`src/rtl/serTxPkg.sv`:
```
package serTxPkg;
  typedef struct packed {
    logic captureHold;
    logic loadShift;
    logic shiftOut;
  } txStrobeT;
endpackage

```
`src/rtl/serTxCtrl.sv`:
```
module serTxCtrl #(
  parameter int CNT_W = 4
) (
  input  logic                 clk,
  input  logic                 rstN,
  input  logic                 txEnable,
  input  logic                 baudTick,
  input  logic                 wrValid,
  input  logic                 txcClear,
  input  logic [CNT_W-1:0]     frameLen,
  output serTxPkg::txStrobeT   strobe,
  output logic                 busy,
  output logic                 dreFlag,
  output logic                 txcFlag,
  output logic                 txEnabled
);
  logic             holdFull;
  logic [CNT_W-1:0] bitsLeft;
  logic             wrAccept, loadNow, lastBit;

  assign wrAccept = wrValid && txEnabled && !holdFull;
  assign loadNow  = holdFull && !busy && txEnabled;
  assign lastBit  = busy && baudTick && (bitsLeft == CNT_W'(1));

  assign strobe.captureHold = wrAccept;
  assign strobe.loadShift   = loadNow;
  assign strobe.shiftOut    = busy && baudTick;
  assign dreFlag            = txEnabled && !holdFull;

  always_ff @(posedge clk or negedge rstN) begin
    if (!rstN) begin
      txEnabled <= 1'b0;
      holdFull  <= 1'b0;
      busy      <= 1'b0;
      bitsLeft  <= '0;
      txcFlag   <= 1'b0;
    end else begin
      txEnabled <= txEnable || (txEnabled && (holdFull || busy));
      if (wrAccept)     holdFull <= 1'b1;
      else if (loadNow) holdFull <= 1'b0;
      if (loadNow) begin
        busy     <= 1'b1;
        bitsLeft <= frameLen;
      end else if (busy && baudTick) begin
        bitsLeft <= bitsLeft - CNT_W'(1);
        if (bitsLeft == CNT_W'(1)) busy <= 1'b0;
      end
      if (lastBit && !holdFull && !wrAccept) txcFlag <= 1'b1;
      else if (wrAccept || txcClear)         txcFlag <= 1'b0;
    end
  end

  assert_txc_quiet_R4: assert property (@(posedge clk) disable iff (!rstN)
    txcFlag |-> (!busy && !holdFull));
  assert_drain_hold_R7: assert property (@(posedge clk) disable iff (!rstN)
    (txEnabled && (busy || holdFull)) |=> txEnabled);
  assert_count_live_R3: assert property (@(posedge clk) disable iff (!rstN)
    busy |-> (bitsLeft != '0));
  assert_load_after_idle_R2: assert property (@(posedge clk) disable iff (!rstN)
    $rose(busy) |-> $past(holdFull));
endmodule

```
`src/rtl/serTxData.sv`:
```
module serTxData #(
  parameter int DATA_W = 9,
  parameter int MIN_DATA = 5,
  parameter int DBITS_W = 4,
  parameter int FRAME_W = 13,
  parameter int CNT_W = 4
) (
  input  logic                clk,
  input  logic                rstN,
  input  serTxPkg::txStrobeT  strobe,
  input  logic [DATA_W-1:0]   wrData,
  input  logic [DBITS_W-1:0]  cfgDataBits,
  input  logic                cfgParityEn,
  input  logic                cfgParityOdd,
  input  logic                cfgTwoStop,
  output logic [CNT_W-1:0]    frameLen,
  output logic                txLine
);
  logic [DATA_W-1:0]  holdData;
  logic [FRAME_W-1:0] shiftReg;
  logic [FRAME_W-1:0] frameNext;
  logic [DBITS_W-1:0] ndEff;
  logic               parBit;

  always_comb begin
    if (cfgDataBits < DBITS_W'(MIN_DATA))    ndEff = DBITS_W'(MIN_DATA);
    else if (cfgDataBits > DBITS_W'(DATA_W)) ndEff = DBITS_W'(DATA_W);
    else                                     ndEff = cfgDataBits;
  end

  always_comb begin
    parBit    = cfgParityOdd;
    frameNext = '1;
    frameNext[0] = 1'b0;
    for (int i = 0; i < DATA_W; i++) begin
      if (i < int'(ndEff)) begin
        frameNext[1+i] = holdData[i];
        parBit = parBit ^ holdData[i];
      end
    end
    if (cfgParityEn) frameNext[1 + int'(ndEff)] = parBit;
  end

  assign frameLen = CNT_W'(1) + CNT_W'(ndEff) + CNT_W'(cfgParityEn)
                  + (cfgTwoStop ? CNT_W'(2) : CNT_W'(1));

  always_ff @(posedge clk or negedge rstN) begin
    if (!rstN) begin
      holdData <= '0;
      shiftReg <= '1;
    end else begin
      if (strobe.captureHold) holdData <= wrData;
      if (strobe.loadShift)     shiftReg <= frameNext;
      else if (strobe.shiftOut) shiftReg <= {1'b1, shiftReg[FRAME_W-1:1]};
    end
  end

  assign txLine = shiftReg[0];

  assert_one_action_R2: assert property (@(posedge clk) disable iff (!rstN)
    !(strobe.loadShift && strobe.shiftOut));
endmodule

```
`src/rtl/ser_tx_dbuf.sv`:
```
module ser_tx_dbuf #(
  parameter int DATA_W = 9,
  parameter int MIN_DATA = 5,
  parameter int MAX_STOP = 2
) (
  input  logic              clk,
  input  logic              rstN,
  input  logic              txEnable,
  input  logic [3:0]        cfgDataBits,
  input  logic              cfgParityEn,
  input  logic              cfgParityOdd,
  input  logic              cfgTwoStop,
  input  logic              baudTick,
  input  logic              wrValid,
  input  logic [DATA_W-1:0] wrData,
  input  logic              txcClear,
  output logic              txLine,
  output logic              dreFlag,
  output logic              txcFlag,
  output logic              txEnabled
);
  localparam int FRAME_W = 1 + DATA_W + 1 + MAX_STOP;
  localparam int CNT_W   = $clog2(FRAME_W + 1);

  serTxPkg::txStrobeT strobe;
  logic [CNT_W-1:0]   frameLen;
  logic               busy;

  serTxCtrl #(.CNT_W(CNT_W)) i_ctrl (
    .clk(clk), .rstN(rstN), .txEnable(txEnable), .baudTick(baudTick),
    .wrValid(wrValid), .txcClear(txcClear), .frameLen(frameLen),
    .strobe(strobe), .busy(busy), .dreFlag(dreFlag), .txcFlag(txcFlag),
    .txEnabled(txEnabled)
  );

  serTxData #(.DATA_W(DATA_W), .MIN_DATA(MIN_DATA), .DBITS_W(4),
              .FRAME_W(FRAME_W), .CNT_W(CNT_W)) i_data (
    .clk(clk), .rstN(rstN), .strobe(strobe), .wrData(wrData),
    .cfgDataBits(cfgDataBits), .cfgParityEn(cfgParityEn),
    .cfgParityOdd(cfgParityOdd), .cfgTwoStop(cfgTwoStop),
    .frameLen(frameLen), .txLine(txLine)
  );

  assert_idle_high_R1: assert property (@(posedge clk) disable iff (!rstN)
    !busy |-> txLine);
  assert_start_low_R3: assert property (@(posedge clk) disable iff (!rstN)
    $rose(busy) |-> !txLine);
endmodule

```
`config.mk`:
```
export PLATFORM = sky130hd
export DESIGN_NAME = ser_tx_dbuf
export DESIGN_NICKNAME = d
export VERILOG_FILES = /design/src/rtl/serTxPkg.sv /design/src/rtl/serTxCtrl.sv /design/src/rtl/serTxData.sv /design/src/rtl/ser_tx_dbuf.sv
export SDC_FILE = /design/constraint.sdc
export NUM_CORES = 1
export LEC_CHECK = 0
export BUFFER_PORTS_ARGS = -buffer_cell sky130_fd_sc_hd__buf_4
export CAP_MARGIN = 20
export CELL_PAD_IN_SITES_DETAIL_PLACEMENT = 1
export CELL_PAD_IN_SITES_GLOBAL_PLACEMENT = 1
export CORE_MARGIN = 5
export CORE_UTILIZATION = 46
export CTS_CLUSTER_DIAMETER = 100
export DETAILED_ROUTE_END_ITERATION = 7
export PLACE_DENSITY = 0.92
export SLEW_MARGIN = 20
export SYNTH_ARGS = -nofsm -noshare
export SYNTH_HDL_FRONTEND = slang
export SYNTH_SLANG_ARGS = --single-unit
```
`constraint.sdc`:
```
create_clock -name clk -period 3.25 [get_ports clk]
set_input_delay 0.1625 -clock clk [delete_from_list [all_inputs] [get_ports clk]]
set_output_delay 0.1625 -clock clk [all_outputs]
set_load 0.02 [all_outputs]
```
==> impl_metrics.py, run 1 <==
metrics = {
    "final_layout": {
        "nets": 228,
        "register_area_um2": 767,
        "multi_input_area_um2": 846,
        "antenna_cells": 0,
        "final_cell_area_mm2": 0.00202,
        "area_growth_pct": 20.1,
        "drive_gt1_share_pct": 32.2,
        "nFillCells": 411,
    },
    "synthesis": {
        "synth_edf_count": 0,
        "ys_seq_area_share_pct": 45.7,
        "avgSynthCellArea_um2": 9.82,
        "ys_types": 40,
        "ys.flop_type": "dfrtp_1",
        "syn_inst": 171,
        "syn_area_mm2": 0.00168,
        "synth_fp_nets": 201,
        "synth.ff_latch_count": 30,
        "synth_top_area_share_pct": 25.3,
        "ys_async_sr_fraction_pct": 100,
        "yosysWarnings": 0,
        "yosysTopAreaCell": "dfrtp_1",
        "yosysMostFrequentCell": "nand2_1",
        "yosys-top-cells-area": "dfrtp_1 25%, dfstp_2 20%, nand2_1 6.9%",
        "synthTopCellsByCount": "31 x nand2_1, 17 x dfrtp_1, 15 x nor2_1",
    },
    "clocking": {
        "clock_path_buffers": 2,
        "cts_tree": "built",
        "clock_latency_ps": 280,
        "htreeDepth": 2,
        "path_clk_slew_ps": 70,
        "cts_made_buffers": 5,
        "cts-root-buf": "clkbuf_8",
        "cts_sinks": 30,
    },
    "global_route": {
        "grt_max_degree": 31,
        "overflow": 0,
        "grt_pass1_vias": 1538,
        "grt_pass1_wl_mm": 7.41,
        "grt_use_total_pct": 19.3,
        "antenna_found_initial": 0,
    },
    "pwr": {
        "ir_drop_v": 0.000469,
        "finalPower_mw": 1.94,
        "p_leak_nw": 0.905,
        "power_density_mw_per_mm2": 960,
    },
    "detailed_routing": {
        "drt_wl_total_mm": 4.40,
        "wl_per_cell_um": 17.8,
        "avgViaCountPerCell": 5.44,
        "drt_iter0_drc": 63,
        "drcViolationCount": 0,
        "detail_route.first_pass.iterations": 4,
        "vias": 1343,
        "postRouteAntennaNets": 0,
    },
    "setup_path": {
        "end_kind": "register",
        "critPathKind": "register to register",
        "path_max_fanout": 5,
        "arrival_ps": 2050,
        "required_ps": 3450,
        "worstSetupStartpointType": "register",
    },
    "floorplan": {
        "rows": 22,
        "core_mm2": 0.00361,
        "die_area_mm2": 0.00496,
        "die_h_um": 70.4,
        "io_pins": 26,
        "start_util_pct": 46.6,
        "die_w_um": 70.4,
    },
    "sta": {
        "max_slew_margin_pct": 48.8,
        "max_freq_ghz": 0.539,
        "rsz0062_at_grt": "no",
        "setup_violations": 0,
        "fin_crit_ps": 1860,
        "finalMaxSlewViolations": 0,
        "tns_ps": 0,
        "period_share_pct": 57.1,
        "fin_skew_ps": 8.45,
        "finalHoldViolCount": 0,
        "tightest_slew_ps": 767,
    },
    "placement": {
        "portBuffers": 25,
        "place_hpwl_mm": 3.14,
        "place.gp.congestion": 0.842,
        "place_area_mm2": 0.00190,
    },
    "flow_run": {
        "cap_violations": 0,
    },
    "run_status": {
        "status": "complete, no violations",
    },
    "worst_hold_path": {
        "hold_class": "input pin to register",
    },
}
[registers in the layout, summed over array words and instances (netlist names)]
| name | cells |
|---|---|
| i_ctrl.txEnabled | 1 |
| i_data.shiftReg | 13 |
| i_ctrl.bitsLeft | 4 |
| i_ctrl.busy | 1 |
| i_data.holdData | 9 |
| i_ctrl.txcFlag | 1 |
| i_ctrl.holdFull | 1 |
[routing by layer]
metal  vias to the layer above  part of all wire, %  wire (um)  track usage [%]
li1                        637                    -          -                -
met1                       662                   42       1840             21.7
met2                        32                   51       2240             33.8
met3                        12                  3.5        154             4.17
met4                         0                  3.9        170             10.0
met5                         -                    0          0                0
[critical path, stage by stage, from the launching register on]
cell,delay (ps)
dfrtp_1,420
xnor2_2,170
xnor2_1,240
xnor2_1,180
xnor3_1,350
and2_4,190
a221oi_2,230
[cell usage in the layout (no fill, tap or decap), drive strengths merged]
cell type and n:
nand2 31, buf 26, dfrtp 17, nor2 15
dfstp 13, xnor2 11, o21ai 10, mux2 9
inv 8, a31oi 8, ha 7, clkbuf 5
a21oi 3, nand3 3, and2 3, o221ai 2
and3 2, nor4 2, nor3 2, clkinv 2
or3 2, nor2b 1, nand2b 1, xor2 1
or2 1, and2b 1, a21bo 1, xnor3 1
a41oi 1, o41ai 1, mux2i 1, a221oi 1
o31ai 1, a21o 1, or4b 1, o22ai 1
fa 1, bufinv 1, dlygate4sd3 1
[area by class of cell]
type	count	area share (%)
Tap cell	48	2.98
Inverter	8	1.49
Clock inverter	3	1.99
Multi-Input combinational cell	126	41.9
Sequential cell	30	38.0
Timing Repair Buffer	27	10.2
Clock buffer	5	3.41
[through the flow]
step | cells | setup WS [ps] | util [%] | hold slack (ps)
after floorplan | 171 | 1420 | - | -133
after global placement | 238 | 1290 | 52.6 | 103
after detailed placement | 238 | 1120 | 52.6 | 111
after CTS | 247 | 1380 | 55.9 | 77.7
after global routing | 247 | 1230 | 55.9 | 80.1
final | 247 | 1390 | 55.9 | 83.0
[power by group]
group	leakage, nW	internal [mW]	switching (mW)
combinational	0.512	0.418	0.419
sequential	0.335	0.587	0.138
clock	0.0579	0.225	0.149
total	0.905	1.23	0.707
[timing repair]
action	4_1_cts	5_1_grt
hold buffers	1	0
setup buffers	0	0
resized for setup	0	0
hold endpoints to repair	17	0
[final timing paths]
path | start | to | slack [ps] | depth (start not counted)
max in group asynchronous | rstN | i_data.shiftReg[5] | 2600 | 2
min in group asynchronous | rstN | i_ctrl.txcFlag | 340 | 2
min reg2reg | i_data.shiftReg[3] | i_data.shiftReg[3] | 500 | 2
max | i_data.holdData[3] | i_data.shiftReg[8] | 1390 | 6
max reg2reg | i_data.holdData[3] | i_data.shiftReg[8] | 1390 | 6
min | txEnable | i_ctrl.txEnabled | 80 | 2
[cell families after synthesis]
family / synth area share [%]
simple gates: 17.6
compound gates: 11.7
mux: 6.63
flops: 45.7
fa+ha+maj: 6.41
xor+xnor: 8.05
buf+inv: 3.95
No activity file was read; power rests on OpenSTA's default activity.
==> run 2, diff against run 1 <==
--- a/config.mk
+++ b/config.mk
@@ -5,15 +5,16 @@
 export SDC_FILE = /design/constraint.sdc
 export NUM_CORES = 1
 export LEC_CHECK = 0
+export ABC_AREA = 1
 export BUFFER_PORTS_ARGS = -buffer_cell sky130_fd_sc_hd__buf_4
 export CAP_MARGIN = 20
 export CELL_PAD_IN_SITES_DETAIL_PLACEMENT = 1
 export CELL_PAD_IN_SITES_GLOBAL_PLACEMENT = 1
 export CORE_MARGIN = 5
-export CORE_UTILIZATION = 46
+export CORE_UTILIZATION = 41
 export CTS_CLUSTER_DIAMETER = 100
 export DETAILED_ROUTE_END_ITERATION = 7
-export PLACE_DENSITY = 0.92
+export PLACE_DENSITY = 0.87
 export SLEW_MARGIN = 20
 export SYNTH_ARGS = -nofsm -noshare
 export SYNTH_HDL_FRONTEND = slang
==> constraint.sdc (replaced) <==
create_clock -name clk -period 1.8 [get_ports clk]
set_input_delay 0.09 -clock clk [delete_from_list [all_inputs] [get_ports clk]]
set_output_delay 0.09 -clock clk [all_outputs]
set_load 0.02 [all_outputs]
==> run 2 against run 1 <==
  * Core utilization is 3.5 points lower
  * Synthesized cell count is 41% higher
  * Register-to-register slack worse by 1100 ps
  * Clock skew is 1.1 ps lower
  * Die area is 19% higher
  * Critical path depth is 8 higher
  * Non-clock buffer count is 14 higher
  * Clock power is 49% higher
  * Sequential power is 79% higher
==> impl_metrics.py, run 2 <==
metrics = {
    "detailed_routing": {
        "wl_per_cell_um": 13.5,
        "drt_iter0_drc": 76,
        "postRouteAntennaNets": 0,
        "drcViolationCount": 0,
        "detail_route.first_pass.iterations": 4,
        "drt_wl_total_mm": 4.55,
        "vias": 1691,
        "avgViaCountPerCell": 5.00,
    },
    "sta": {
        "max_freq_ghz": 0.607,
        "fin_crit_ps": 1650,
        "tns_ps": 0,
        "setup_violations": 0,
        "tightest_slew_ps": 383,
        "fin_skew_ps": 7.34,
        "rsz0062_at_grt": "no",
        "finalMaxSlewViolations": 0,
        "period_share_pct": 91.6,
        "max_slew_margin_pct": 74.5,
        "finalHoldViolCount": 0,
        "hold_ws_ps": 4.11,
    },
    "final_layout": {
        "reg_top3": "i_data.shiftReg (13), i_data.holdData (9), i_ctrl.bitsLeft (4)",
        "layoutNonFillerInstCount": 338,
        "largest_register_ffs": 13,
        "final_common_cell": "nand2_1",
        "top_register": "i_data.shiftReg",
        "antenna_cells": 0,
        "fin_util_pct": 52.4,
        "area_growth_pct": 24.8,
        "drive_gt1_share_pct": 29.0,
        "final_cell_mix": "57 x nand2_1, 40 x buf_4, 32 x inv_1",
        "nets": 315,
        "nFillCells": 556,
    },
    "synthesis": {
        "syn_area_mm2": 0.00183,
        "ys_seq_area_share_pct": 41.9,
        "synth_edf_count": 0,
        "synth_top_area_share_pct": 23.3,
        "yosys-top-cells-area": "dfrtp_1 23%, dfstp_2 19%, nand2_1 12%",
        "ys_async_sr_fraction_pct": 100,
        "yosysWarnings": 0,
        "synth_fp_nets": 271,
        "synth.ff_latch_count": 30,
        "ys_types": 31,
        "muxShareOfSynthArea_pct": 0,
        "synth_compound_area_share_pct": 15.6,
        "yosysMostFrequentCell": "nand2_1",
        "synth_top_family_by_area": "simple AND/OR/NAND/NOR gates",
        "ys.flop_type": "dfrtp_1",
        "synthXorXnorAreaFrac_pct": 0.958,
        "synthAdderAreaFrac_pct": 5.88,
        "syn_inst": 241,
        "avgSynthCellArea_um2": 7.59,
        "yosysTopAreaCell": "dfrtp_1",
        "yosys.area_share.simple_pct": 26.7,
        "synthTopCellsByCount": "58 x nand2_1, 32 x inv_1, 29 x nor2_1",
    },
    "clocking": {
        "cts_tree": "built",
        "path_clk_slew_ps": 70,
        "htreeDepth": 2,
        "cts-root-buf": "clkbuf_8",
        "cts_sinks": 30,
        "clock_path_buffers": 2,
        "post-cts-setup-buffers": 0,
        "clock_latency_ps": 280,
        "cts_made_buffers": 5,
    },
    "pwr": {
        "power_density_mw_per_mm2": 1500,
        "p_sw_share_pct": 42.3,
        "finalPower_mw": 3.43,
        "ir_drop_v": 0.000668,
        "p_leak_nw": 1.18,
        "clockPowerShare_pct": 16.3,
        "power_switching_mw": 1.45,
        "internal-power_mw": 1.98,
        "sequentialPowerShare_pct": 37.9,
        "power_frac_comb_pct": 45.9,
    },
    "setup_path": {
        "end_kind": "register",
        "reg2reg_to": "i_ctrl.bitsLeft[0]",
        "worstSetupStartpointType": "input pin",
        "critPathKind": "input pin to register",
        "path_max_fanout": 4,
        "r2r_start": "i_ctrl.holdFull",
        "reg2regPathDepth": 7,
        "r2r_slack_ps": 260,
        "required_ps": 2010,
        "arrival_ps": 1850,
    },
    "global_route": {
        "antenna_found_initial": 0,
        "grt_pass1_vias": 1820,
        "grt_max_degree": 31,
        "grt_pass1_wl_mm": 7.88,
        "grt_use_total_pct": 16.1,
        "overflow": 0,
    },
    "floorplan": {
        "io_pins": 26,
        "start_util_pct": 42.0,
        "die_w_um": 76.8,
        "die_h_um": 76.8,
        "rows": 24,
        "core_mm2": 0.00435,
        "die_area_mm2": 0.00590,
    },
    "placement": {
        "place.gp.congestion": 0.795,
        "place_hpwl_mm": 3.52,
        "dp_cells": 329,
        "portBuffers": 25,
    },
    "worst_hold_path": {
        "whs_path_depth": 2,
        "min-delay-start": "txEnable",
        "whs_endpoint": "i_ctrl.txEnabled",
        "hold_class": "input pin to register",
    },
    "run_status": {
        "status": "complete, no violations",
    },
    "flow_run": {
        "cap_violations": 0,
    },
}
run 2: cell count changes after synthesis, sizes merged, moves of 3 or more:
cell / before / now
nand4: 0 / 3
nand2: 31 / 65
a21oi: 3 / 14
nand3: 3 / 10
inv: 8 / 37
and2: 3 / 0
xnor2: 11 / 0
nor2: 15 / 30
buf: 0 / 4
a31oi: 8 / 1
o21ai: 10 / 24
clkbuf: 7 / 0
mux2: 9 / 0
run 2: how the worst max path moves through the flow:
stage	start	end	slack, ps	cells after the start
2_1_floorplan	cfgDataBits[1]	i_ctrl.bitsLeft[2]	10	13
4_1_cts	cfgDataBits[1]	i_ctrl.bitsLeft[2]	50	14
3_5_place_dp	cfgDataBits[1]	i_ctrl.bitsLeft[2]	-240	14
3_3_place_gp	cfgDataBits[3]	i_ctrl.bitsLeft[2]	-100	13
5_1_grt	cfgDataBits[3]	i_ctrl.bitsLeft[2]	7	14
6_report	cfgDataBits[3]	i_ctrl.bitsLeft[2]	150	14
run 2: cell families after synthesis:
logic type / Yosys count
AO/OA/AOI/OAI: 46
XOR/XNOR: 2
adder cells (fa/ha/maj): 8
buffers and inverters: 42
flip-flops: 30
AND/OR/NAND/NOR: 113
run 2: per-stage QoR:
stage	area (um2)	setup slack [ps]
floorplan	1830	10.5
global placement	2180	-100
detailed placement	2180	-241
CTS	2280	53.3
global route	2280	7.25
finish	2280	152
run 2: power groups by stage:
stage	Clock (mW)	Sequential, mW	Combinational, mW
after CTS	0.573	1.29	1.60
after floorplan	0	1.26	1.12
after global routing	0.607	1.33	1.80
final	0.558	1.30	1.57
after global placement	0	1.28	1.50
after detailed placement	0	1.30	1.57
run 2: metal layers:
| metal | wire (um) | up-vias | GRT usage [%] |
|---|---|---|---|
| li1 | - | 858 | - |
| met4 | 15 | 0 | 4.02 |
| met3 | 203 | 2 | 5.15 |
| met1 | 2000 | 807 | 18.6 |
| met2 | 2330 | 24 | 28.5 |
| met5 | 0 | - | 0 |
run 2: critical path, cell delays in order:
cell and delay, ps:
buf_4 120, inv_2 90, nand2_4 50, inv_1 80, nor2_2 60, ha_1 270
inv_1 60, ha_2 160, inv_1 50, fa_1 370, xor2_1 150, a21oi_1 140
o21ai_0 100, o21ai_0 70
run 2: timing repair:
action | in CTS | in global routing
endpoints found under the hold margin | 17 | 0
hold buffers | 1 | 0
resized for setup | 0 | 3
setup endpoints to repair | 0 | 1
run 2: cell type report:
cell class | instances | area [um2] | area share [%]
flip-flops and latches | 30 | 767 | 33.6
clock inverters | 1 | 5.00 | 0.219
clock buffers | 7 | 86.3 | 3.78
repair buffers | 41 | 310 | 13.6
inverters | 38 | 143 | 6.25
multi-input cells | 169 | 907 | 39.7
well taps | 52 | 65.1 | 2.85
